$ cat src/rtl/sio_cfg_pkg.sv
package sio_cfg_pkg;

  typedef enum logic {
    ST_LOCKED = 1'b0,
    ST_OPEN   = 1'b1
  } lock_state_e;

  localparam logic [7:0] ID_CODE_PRI = 8'hC6;
  localparam logic [7:0] ID_CODE_ALT = 8'hC7;
  localparam logic [7:0] LOCKED_READ = 8'hFF;

  function automatic logic [7:0] pick_id(input bit alt);
    return alt ? ID_CODE_ALT : ID_CODE_PRI;
  endfunction

endpackage

$ cat src/rtl/sio_key_lock.sv
module sio_key_lock
  import sio_cfg_pkg::*;
#(
  parameter int         DW         = 8,
  parameter logic [7:0] UNLOCK_KEY = 8'h55,
  parameter logic [7:0] LOCK_KEY   = 8'hAA
) (
  input  logic          clk,
  input  logic          rst_n,
  input  logic          idx_wr,
  input  logic [DW-1:0] wr_data,
  output logic          unlocked,
  output logic          idx_load
);

  lock_state_e state_q, state_d;

  always_comb begin
    state_d  = state_q;
    idx_load = 1'b0;
    if (idx_wr) begin
      if (state_q == ST_LOCKED) begin
        if (wr_data == UNLOCK_KEY) state_d = ST_OPEN;
      end else begin
        if (wr_data == LOCK_KEY) state_d = ST_LOCKED;
        else                     idx_load = 1'b1;
      end
    end
  end

  always_ff @(posedge clk or negedge rst_n) begin
    if (!rst_n) state_q <= ST_LOCKED;
    else        state_q <= state_d;
  end

  assign unlocked = (state_q == ST_OPEN);

endmodule

$ cat src/rtl/sio_index_reg.sv
module sio_index_reg #(
  parameter int DW = 8
) (
  input  logic          clk,
  input  logic          rst_n,
  input  logic          load,
  input  logic [DW-1:0] din,
  output logic [DW-1:0] index_q
);

  logic [DW-1:0] index_d;

  always_comb begin
    index_d = index_q;
    if (load) index_d = din;
  end

  always_ff @(posedge clk or negedge rst_n) begin
    if (!rst_n) index_q <= '0;
    else        index_q <= index_d;
  end

endmodule

$ cat src/rtl/sio_reg_file.sv
module sio_reg_file #(
  parameter int          DW          = 8,
  parameter int          AW          = 16,
  parameter logic [7:0]  LDN_IDX     = 8'h07,
  parameter logic [7:0]  DEVID_IDX   = 8'h20,
  parameter logic [7:0]  ACT_IDX     = 8'h30,
  parameter logic [7:0]  BASE_LO_IDX = 8'h66,
  parameter logic [7:0]  EM_LDN      = 8'h0C,
  parameter logic [7:0]  DEV_ID      = 8'hC6,
  parameter logic [15:0] BASE_RST    = 16'h0A2E,
  parameter logic        ACT_RST     = 1'b1
) (
  input  logic          clk,
  input  logic          rst_n,
  input  logic          wr_en,
  input  logic [7:0]    index,
  input  logic [DW-1:0] wr_data,
  output logic [DW-1:0] rd_val,
  output logic [DW-1:0] ldn_q,
  output logic          act_q,
  output logic [AW-1:0] base_q
);

  localparam int NB = AW / DW;

  logic [DW-1:0] ldn_d;
  logic          act_d;
  logic          em_sel;
  logic [DW-1:0] base_byte [NB];

  assign em_sel = (ldn_q == EM_LDN);

  always_comb begin
    ldn_d = ldn_q;
    if (wr_en && index == LDN_IDX) ldn_d = wr_data;
  end

  always_ff @(posedge clk or negedge rst_n) begin
    if (!rst_n) ldn_q <= '0;
    else        ldn_q <= ldn_d;
  end

  always_comb begin
    act_d = act_q;
    if (wr_en && em_sel && index == ACT_IDX) act_d = wr_data[0];
  end

  always_ff @(posedge clk or negedge rst_n) begin
    if (!rst_n) act_q <= ACT_RST;
    else        act_q <= act_d;
  end

  for (genvar g = 0; g < NB; g++) begin : g_base
    localparam logic [7:0] MY_IDX = BASE_LO_IDX + 8'(g);
    logic [DW-1:0] byte_d;

    always_comb begin
      byte_d = base_byte[g];
      if (wr_en && em_sel && index == MY_IDX) byte_d = wr_data;
    end

    always_ff @(posedge clk or negedge rst_n) begin
      if (!rst_n) base_byte[g] <= BASE_RST[g*DW +: DW];
      else        base_byte[g] <= byte_d;
    end

    assign base_q[g*DW +: DW] = base_byte[g];
  end

  always_comb begin
    rd_val = '0;
    if (index == LDN_IDX) begin
      rd_val = ldn_q;
    end else if (index == DEVID_IDX) begin
      rd_val = DEV_ID;
    end else if (em_sel) begin
      if (index == ACT_IDX) rd_val = {{(DW-1){1'b0}}, act_q};
      for (int b = 0; b < NB; b++) begin
        if (index == BASE_LO_IDX + 8'(b)) rd_val = base_byte[b];
      end
    end
  end

endmodule

$ cat src/rtl/sio_cfg_port.sv
module sio_cfg_port
  import sio_cfg_pkg::*;
#(
  parameter bit          ID_ALT     = 1'b0,
  parameter logic [7:0]  UNLOCK_KEY = 8'h55,
  parameter logic [7:0]  LOCK_KEY   = 8'hAA,
  parameter logic [7:0]  EM_LDN     = 8'h0C,
  parameter logic [15:0] BASE_RST   = 16'h0A2E,
  parameter logic        ACT_RST    = 1'b1
) (
  input  logic       clk,
  input  logic       rst_n,
  input  logic       cfg_addr,
  input  logic       wr_stb,
  input  logic       rd_stb,
  input  logic [7:0] wr_data,
  output logic [7:0] rd_data
);

  localparam int         DW      = 8;
  localparam int         AW      = 16;
  localparam logic [7:0] DEV_ID  = pick_id(ID_ALT);

  logic          unlocked;
  logic          idx_load;
  logic          idx_wr;
  logic          dat_wr;
  logic [DW-1:0] index_q;
  logic [DW-1:0] reg_rd;
  logic [DW-1:0] ldn_q;
  logic          act_q;
  logic [AW-1:0] base_q;
  logic [DW-1:0] rd_mux;
  logic [DW-1:0] rd_q, rd_d;

  assign idx_wr = wr_stb & ~cfg_addr;
  assign dat_wr = wr_stb & cfg_addr & unlocked;

  sio_key_lock #(
    .DW(DW), .UNLOCK_KEY(UNLOCK_KEY), .LOCK_KEY(LOCK_KEY)
  ) u_lock (
    .clk(clk), .rst_n(rst_n), .idx_wr(idx_wr), .wr_data(wr_data),
    .unlocked(unlocked), .idx_load(idx_load)
  );

  sio_index_reg #(.DW(DW)) u_idx (
    .clk(clk), .rst_n(rst_n), .load(idx_load), .din(wr_data),
    .index_q(index_q)
  );

  sio_reg_file #(
    .DW(DW), .AW(AW), .EM_LDN(EM_LDN), .DEV_ID(DEV_ID),
    .BASE_RST(BASE_RST), .ACT_RST(ACT_RST)
  ) u_regs (
    .clk(clk), .rst_n(rst_n), .wr_en(dat_wr), .index(index_q),
    .wr_data(wr_data), .rd_val(reg_rd), .ldn_q(ldn_q), .act_q(act_q),
    .base_q(base_q)
  );

  always_comb begin
    if (!unlocked)     rd_mux = LOCKED_READ;
    else if (cfg_addr) rd_mux = reg_rd;
    else               rd_mux = index_q;
  end

  always_comb begin
    rd_d = rd_q;
    if (rd_stb) rd_d = rd_mux;
  end

  always_ff @(posedge clk or negedge rst_n) begin
    if (!rst_n) rd_q <= LOCKED_READ;
    else        rd_q <= rd_d;
  end

  assign rd_data = rd_q;

endmodule

$ cat config.mk
export PLATFORM = sky130hd
export DESIGN_NAME = sio_cfg_port
export DESIGN_NICKNAME = d
export VERILOG_FILES = /design/src/rtl/sio_cfg_pkg.sv /design/src/rtl/sio_key_lock.sv /design/src/rtl/sio_index_reg.sv /design/src/rtl/sio_reg_file.sv /design/src/rtl/sio_cfg_port.sv
export SDC_FILE = /design/constraint.sdc
export NUM_CORES = 1
export LEC_CHECK = 0
export BUFFER_PORTS_ARGS = -buffer_cell sky130_fd_sc_hd__buf_2
export CELL_PAD_IN_SITES_DETAIL_PLACEMENT = 1
export CELL_PAD_IN_SITES_GLOBAL_PLACEMENT = 1
export CORE_AREA = 2 2 67 100
export CTS_BUF_LIST = sky130_fd_sc_hd__clkbuf_4
export CTS_CLUSTER_SIZE = 28
export DETAILED_ROUTE_END_ITERATION = 16
export DIE_AREA = 0 0 69 102
export PLACE_DENSITY = 0.64
export SETUP_SLACK_MARGIN = 0.2
export SLEW_MARGIN = 0
export SYNTH_ARGS = -nofsm -noshare
export SYNTH_HDL_FRONTEND = slang
export SYNTH_SLANG_ARGS = --single-unit
$ cat constraint.sdc
create_clock -name clk -period 1.7 [get_ports clk]
set_clock_uncertainty 0.05 [all_clocks]
set_input_delay 0.255 -clock clk [delete_from_list [all_inputs] [get_ports clk]]
set_output_delay 0.255 -clock clk [all_outputs]
set_load 0.005 [all_outputs]
Yosys cells after proc, flatten, opt, wreduce, memory -nomap -nowiden
Index checks and enable logic that the tools add are counted.
Storage, ports and cells
  word-level logic and storage cells: 37
  register bits after elaboration: 42
  output and inout port bits: 8
Cells by class
  muxes and demuxes: 13
  bitwise operators: 4
  equality and inequality tests: 8
  reduce and logical (&&, ||, !) cells: 5
Operator list (count)
  8-bit 2-to-1 mux: 7
  8-bit by 7-bit == test with 1-bit output, second input constant: 3
  8-bit by 6-bit == test with 1-bit output, second input constant: 2
  8-bit by 3-bit == test with 1-bit output, second input constant: 1
  8-bit by 4-bit == test with 1-bit output, second input constant: 1
  8-bit == test, second input constant: 1
  1-bit 2-to-1 mux: 6
  1-bit logical AND: 5
  1-bit bitwise AND: 3
  1-bit inverter: 1

Depth between registers and ports, before layout
  depth after elaboration: 9
  mapped depth: 6

Hierarchy
A second synthesis with hierarchy kept.
Unflattened totals
  cell total of the unflattened synthesis: 161
  area total of the unflattened synthesis: 2133.3 µm²
Modules (own cells, without submodules)
  sio_reg_file: instances 1, cells an instance 96, area an instance 1286.2 µm², sequential area each 634.4 µm²
  sio_cfg_port: instances 1, cells an instance 38, area an instance 415.4 µm², sequential area each 210.2 µm²
  sio_index_reg: instances 1, cells an instance 17, area an instance 331.6 µm², sequential area each 200.2 µm²
  sio_key_lock: instances 1, cells an instance 10, area an instance 100.1 µm², sequential area each 25.0 µm²

Worst setup path after synthesis
Ideal clock, no wire load.
  path type: reg-to-reg
  start point: register u_regs.ldn_q[4]
  end point: register u_regs.base_byte, in the netlist u_regs.base_q[0]
  setup time: 0.125 ns
  buffers on the path: 1
  clock period less this slack: 1.797 ns
  cell stages (with the launch flop): 6
  arrival time: 1.622 ns
  path slack: -0.097 ns
  path through: dfrtp_1 nor4_4 nand3_2 or3_1 buf_6 mux2_4
Between the ends
  longest elaborated chain between the ends: 3
Ends and longest elaborated chain
  start, declared: line sio_reg_file.sv:19  | output logic [DW-1:0] ldn_q,
  start signal, assigned: line sio_reg_file.sv:40  | else ldn_q <= ldn_d;
  8-bit by 4-bit == test with 1-bit output: line sio_reg_file.sv:31  | assign em_sel = (ldn_q == EM_LDN);
  1-bit logical AND (2 in a row): line sio_reg_file.sv:59  | if (wr_en && em_sel && index == MY_IDX) byte_d = wr_data;
  end signal, assigned by index: line sio_reg_file.sv:63  | if (!rst_n) base_byte[g] <= BASE_RST[g*DW +: DW];
  end signal, assigned by index: line sio_reg_file.sv:64  | else base_byte[g] <= byte_d;
  end, declared: line sio_reg_file.sv:29  | logic [DW-1:0] base_byte [NB];
Every way passes these cells.
A chain may end at the register's enable or synchronous reset.

Worst setup path in the final report
  start point: register u_idx.index_q[4]
  end point: register u_regs.base_byte, in the netlist u_regs.base_q[4]
Between the ends
  longest elaborated chain between the ends: 2
Ends and longest elaborated chain
  start, declared: line sio_index_reg.sv:8  | output logic [DW-1:0] index_q
  start signal, assigned: line sio_index_reg.sv:20  | else index_q <= index_d;
  8-bit by 7-bit == test with 1-bit output: line sio_reg_file.sv:59
  1-bit logical AND: line sio_reg_file.sv:59
Every way passes these cells.

==> reports/metrics.csv <==
metric,value,unit
failing checks,negative setup slack,
DRT Wirelength,6410,microns
input/output buffers,20,
gr usage total,0.198,
CP Class,flop to flop,
I/O pins,21,
CP Launch Type,flop,
register area share after synthesis,0.513,
Max Transition Viols Final,0,
switching share of power,0.249,
Clock Power Share,0.350,
Antenna Diode Count,0,
CP max FO,8,
first-pass GRT wire length,10500,microns
Worst setup EP type,flop,
"Reg clk slew, reported paths",0.13,ns
Root Buffer,clkbuf_4,
sequential power share,0.483,
routed vias/inst,5.34,
fraction of layout cells with a size suffix above 1,0.696,
final setup fails,24,
"antenna viol nets, final",0,
Hold Path Class,input port to flop,
max_slew headroom,0.636,
RePlAce Congestion,0.896,
drt pass-1 iters,4,
Final Core Density,0.468,
"Net Count, Synth",177,
RSZ-0062 raised after global routing,yes,
Final Worst Setup Slack,-0.155,ns
Leak Pwr,1.29,nW
Initial Utilization,0.340,
f_max,539,MHz
number of global-route vias before repair,1888,
Worst EP required,1.91,ns
Multi-input gate area,1130,sq um
count of different cell masters after synthesis,39,
Mapped Area,2090,sq um
Max-Cap Viols,0,
Int Pwr,1.71,mW
switching power total,0.566,mW
WP data arrival,2.06,ns
outcome,"complete, but fails checks",
largest net degree at the start of global routing,21,
Worst Tran Pin Value,0.539,ns
Clock Latency Late Sink,0.37,ns
core footprint,6130,sq um
combinational share of power,0.168,
Die W,69,microns
"Period Utilization, post-route",1.09,
H-tree level count,2,
clk sink count,42,
Via Count,1606,
dominant cells by area after synthesis,"dfrtp_1 32%, dfstp_2 19%, mux2_2 17%, mux2_4 5.8%, a22oi_1 2.5%",
Synth top area share,0.324,
most frequent cells in the layout,"36 x buf_4, 26 x dfrtp_1, 24 x mux2_2, 20 x buf_2, 16 x mux2_4",
final hold violation count,0,
Detail Placement HPWL,4790,microns
Die H,102,microns
Avg WL per Cell,21.3,microns
CTS tree,yes,
Fill cells,677,
Syn Inst Count,164,
setup slack at placement,-0.335,ns
Tmin final,1.86,ns
P per Cell Area,795,nW/um^2
register area,1070,sq um
# nets final,239,
clock buffer depth,2,
area grow syn2layout,37.4,%
CTS buffer count,5,
Yosys reg bits,42,
Residual DRC,0,
initial antenna violation count,0,
R2R depth,5,
die area,7040,sq um
peak supply drop,444,uV
Mapped Avg Cell Area,12.7,sq um
grt ovf,0,
leading area contributor after synthesis,dfrtp_1,
"most common cell after layout, fill and taps aside",buf_4,
row cnt,35,
Detailed Route Iter0 Violations,73,
YS warnings,0,
Hold Path Depth,3,
state kept, by name, summed over array words and instances, names as in the netlist:
name,count
u_regs.base_q,16
u_lock.unlocked,1
rd_data,8
u_idx.index_q,8
u_regs.ldn_q,8
u_regs.act_q,1
Yosys cell counts (all sizes together):
library cell and instances:
and2 2, nor3b 1, buf 3, inv 2
nand3 2, mux2 40, o21bai 1, o22ai 8
and3b 1, and3 3, clkbuf 6, a41o 1
dfrtp 27, and4 2, a41oi 1, a21oi 10
nor4 2, or3 1, a31oi 1, nor2 4
nor4bb 3, a22oi 7, o21a 1, nor4b 2
and4bb 2, or2 1, nand2b 7, nor3 2
nand2 6, dfstp 15
final timing paths:
check | start | endpoint | slack [ns]
setup / recovery | u_idx.index_q[4]$_DFFE_PN0P_ | u_regs.base_q[4]$_DFFE_PN0P_ | -0.16
max in group asynchronous | rst_n | rd_data[4]$_DFFE_PN1P_ | 0.67
min in group asynchronous | rst_n | u_regs.ldn_q[3]$_DFFE_PN0P_ | 0.31
setup reg to reg | u_idx.index_q[4]$_DFFE_PN0P_ | u_regs.base_q[4]$_DFFE_PN0P_ | -0.16
hold reg to reg | u_regs.base_q[12]$_DFFE_PN0P_ | u_regs.base_q[12]$_DFFE_PN0P_ | 0.47
hold / removal | wr_data[3] | u_regs.ldn_q[3]$_DFFE_PN0P_ | 0.21
what timing repair did:
item / CTS / global route
setup endpoints to repair: 41 / 33
hold endpoints to repair: 12 / 0
setup buffers: 4 / 0
resized for setup: 37 / 1
hold buffers: 1 / 0
pin swaps: 11 / 2
per-layer routing:
metal,global-route usage,up-vias,share of wire
met5,0,-,0
met2,0.388,28,0.57
met4,0.0830,0,0.033
met3,0.0335,13,0.020
li1,-,738,-
met1,0.208,827,0.38
area by class of cell:
| cell class | count | area share |
|---|---|---|
| Inverter | 2 | 0.00262 |
| Clock buffer | 5 | 0.0131 |
| Clock inverter | 3 | 0.0223 |
| Timing Repair Buffer | 64 | 0.163 |
| Tap cell | 74 | 0.0323 |
| Sequential cell | 42 | 0.374 |
| Multi-Input combinational cell | 111 | 0.393 |
worst max-delay path, stage by stage, from the launching register on:
cell and delay [ns]:
dfrtp_1 0.42, and4bb_2 0.36, nand2_2 0.09, or3_4 0.37
buf_6 0.16, mux2_4 0.30
stage by stage:
step / cells / hold slack (ns) / power [mW] / setup TNS [ns] / cell area (sq um)
CTS: 301 / 0.197 / 2.29 / -1.70 / 2860
global placement: 288 / 0.167 / 1.42 / -3.11 / 2560
detailed placement: 288 / 0.185 / 1.43 / -5.08 / 2560
floorplan: 164 / -0.0906 / 1.23 / -0.450 / 2120
global route: 301 / 0.190 / 2.39 / -3.64 / 2870
finish: 301 / 0.206 / 2.28 / -1.96 / 2870
cell families (layout without fill, tap and decap cells):
family / count (synthesis) / count (layout) / synth area share
AO/OA/AOI/OAI: 30 / 30 / 0.0924
buffers and inverters: 11 / 74 / 0.0258
flip-flops: 42 / 42 / 0.513
multiplexers: 40 / 40 / 0.230
AND/OR/NAND/NOR: 41 / 41 / 0.139
power groups by stage:
| stage | logic (mW) | registers [mW] | clock network (mW) |
|---|---|---|---|
| 2_1_floorplan | 0.126 | 1.11 | 0 |
| 3_3_place_gp | 0.311 | 1.11 | 0 |
| 3_5_place_dp | 0.322 | 1.11 | 0 |
| 4_1_cts | 0.381 | 1.10 | 0.812 |
| 5_1_grt | 0.413 | 1.11 | 0.868 |
| 6_report | 0.382 | 1.10 | 0.797 |
(Power assumes the default switching activity.)
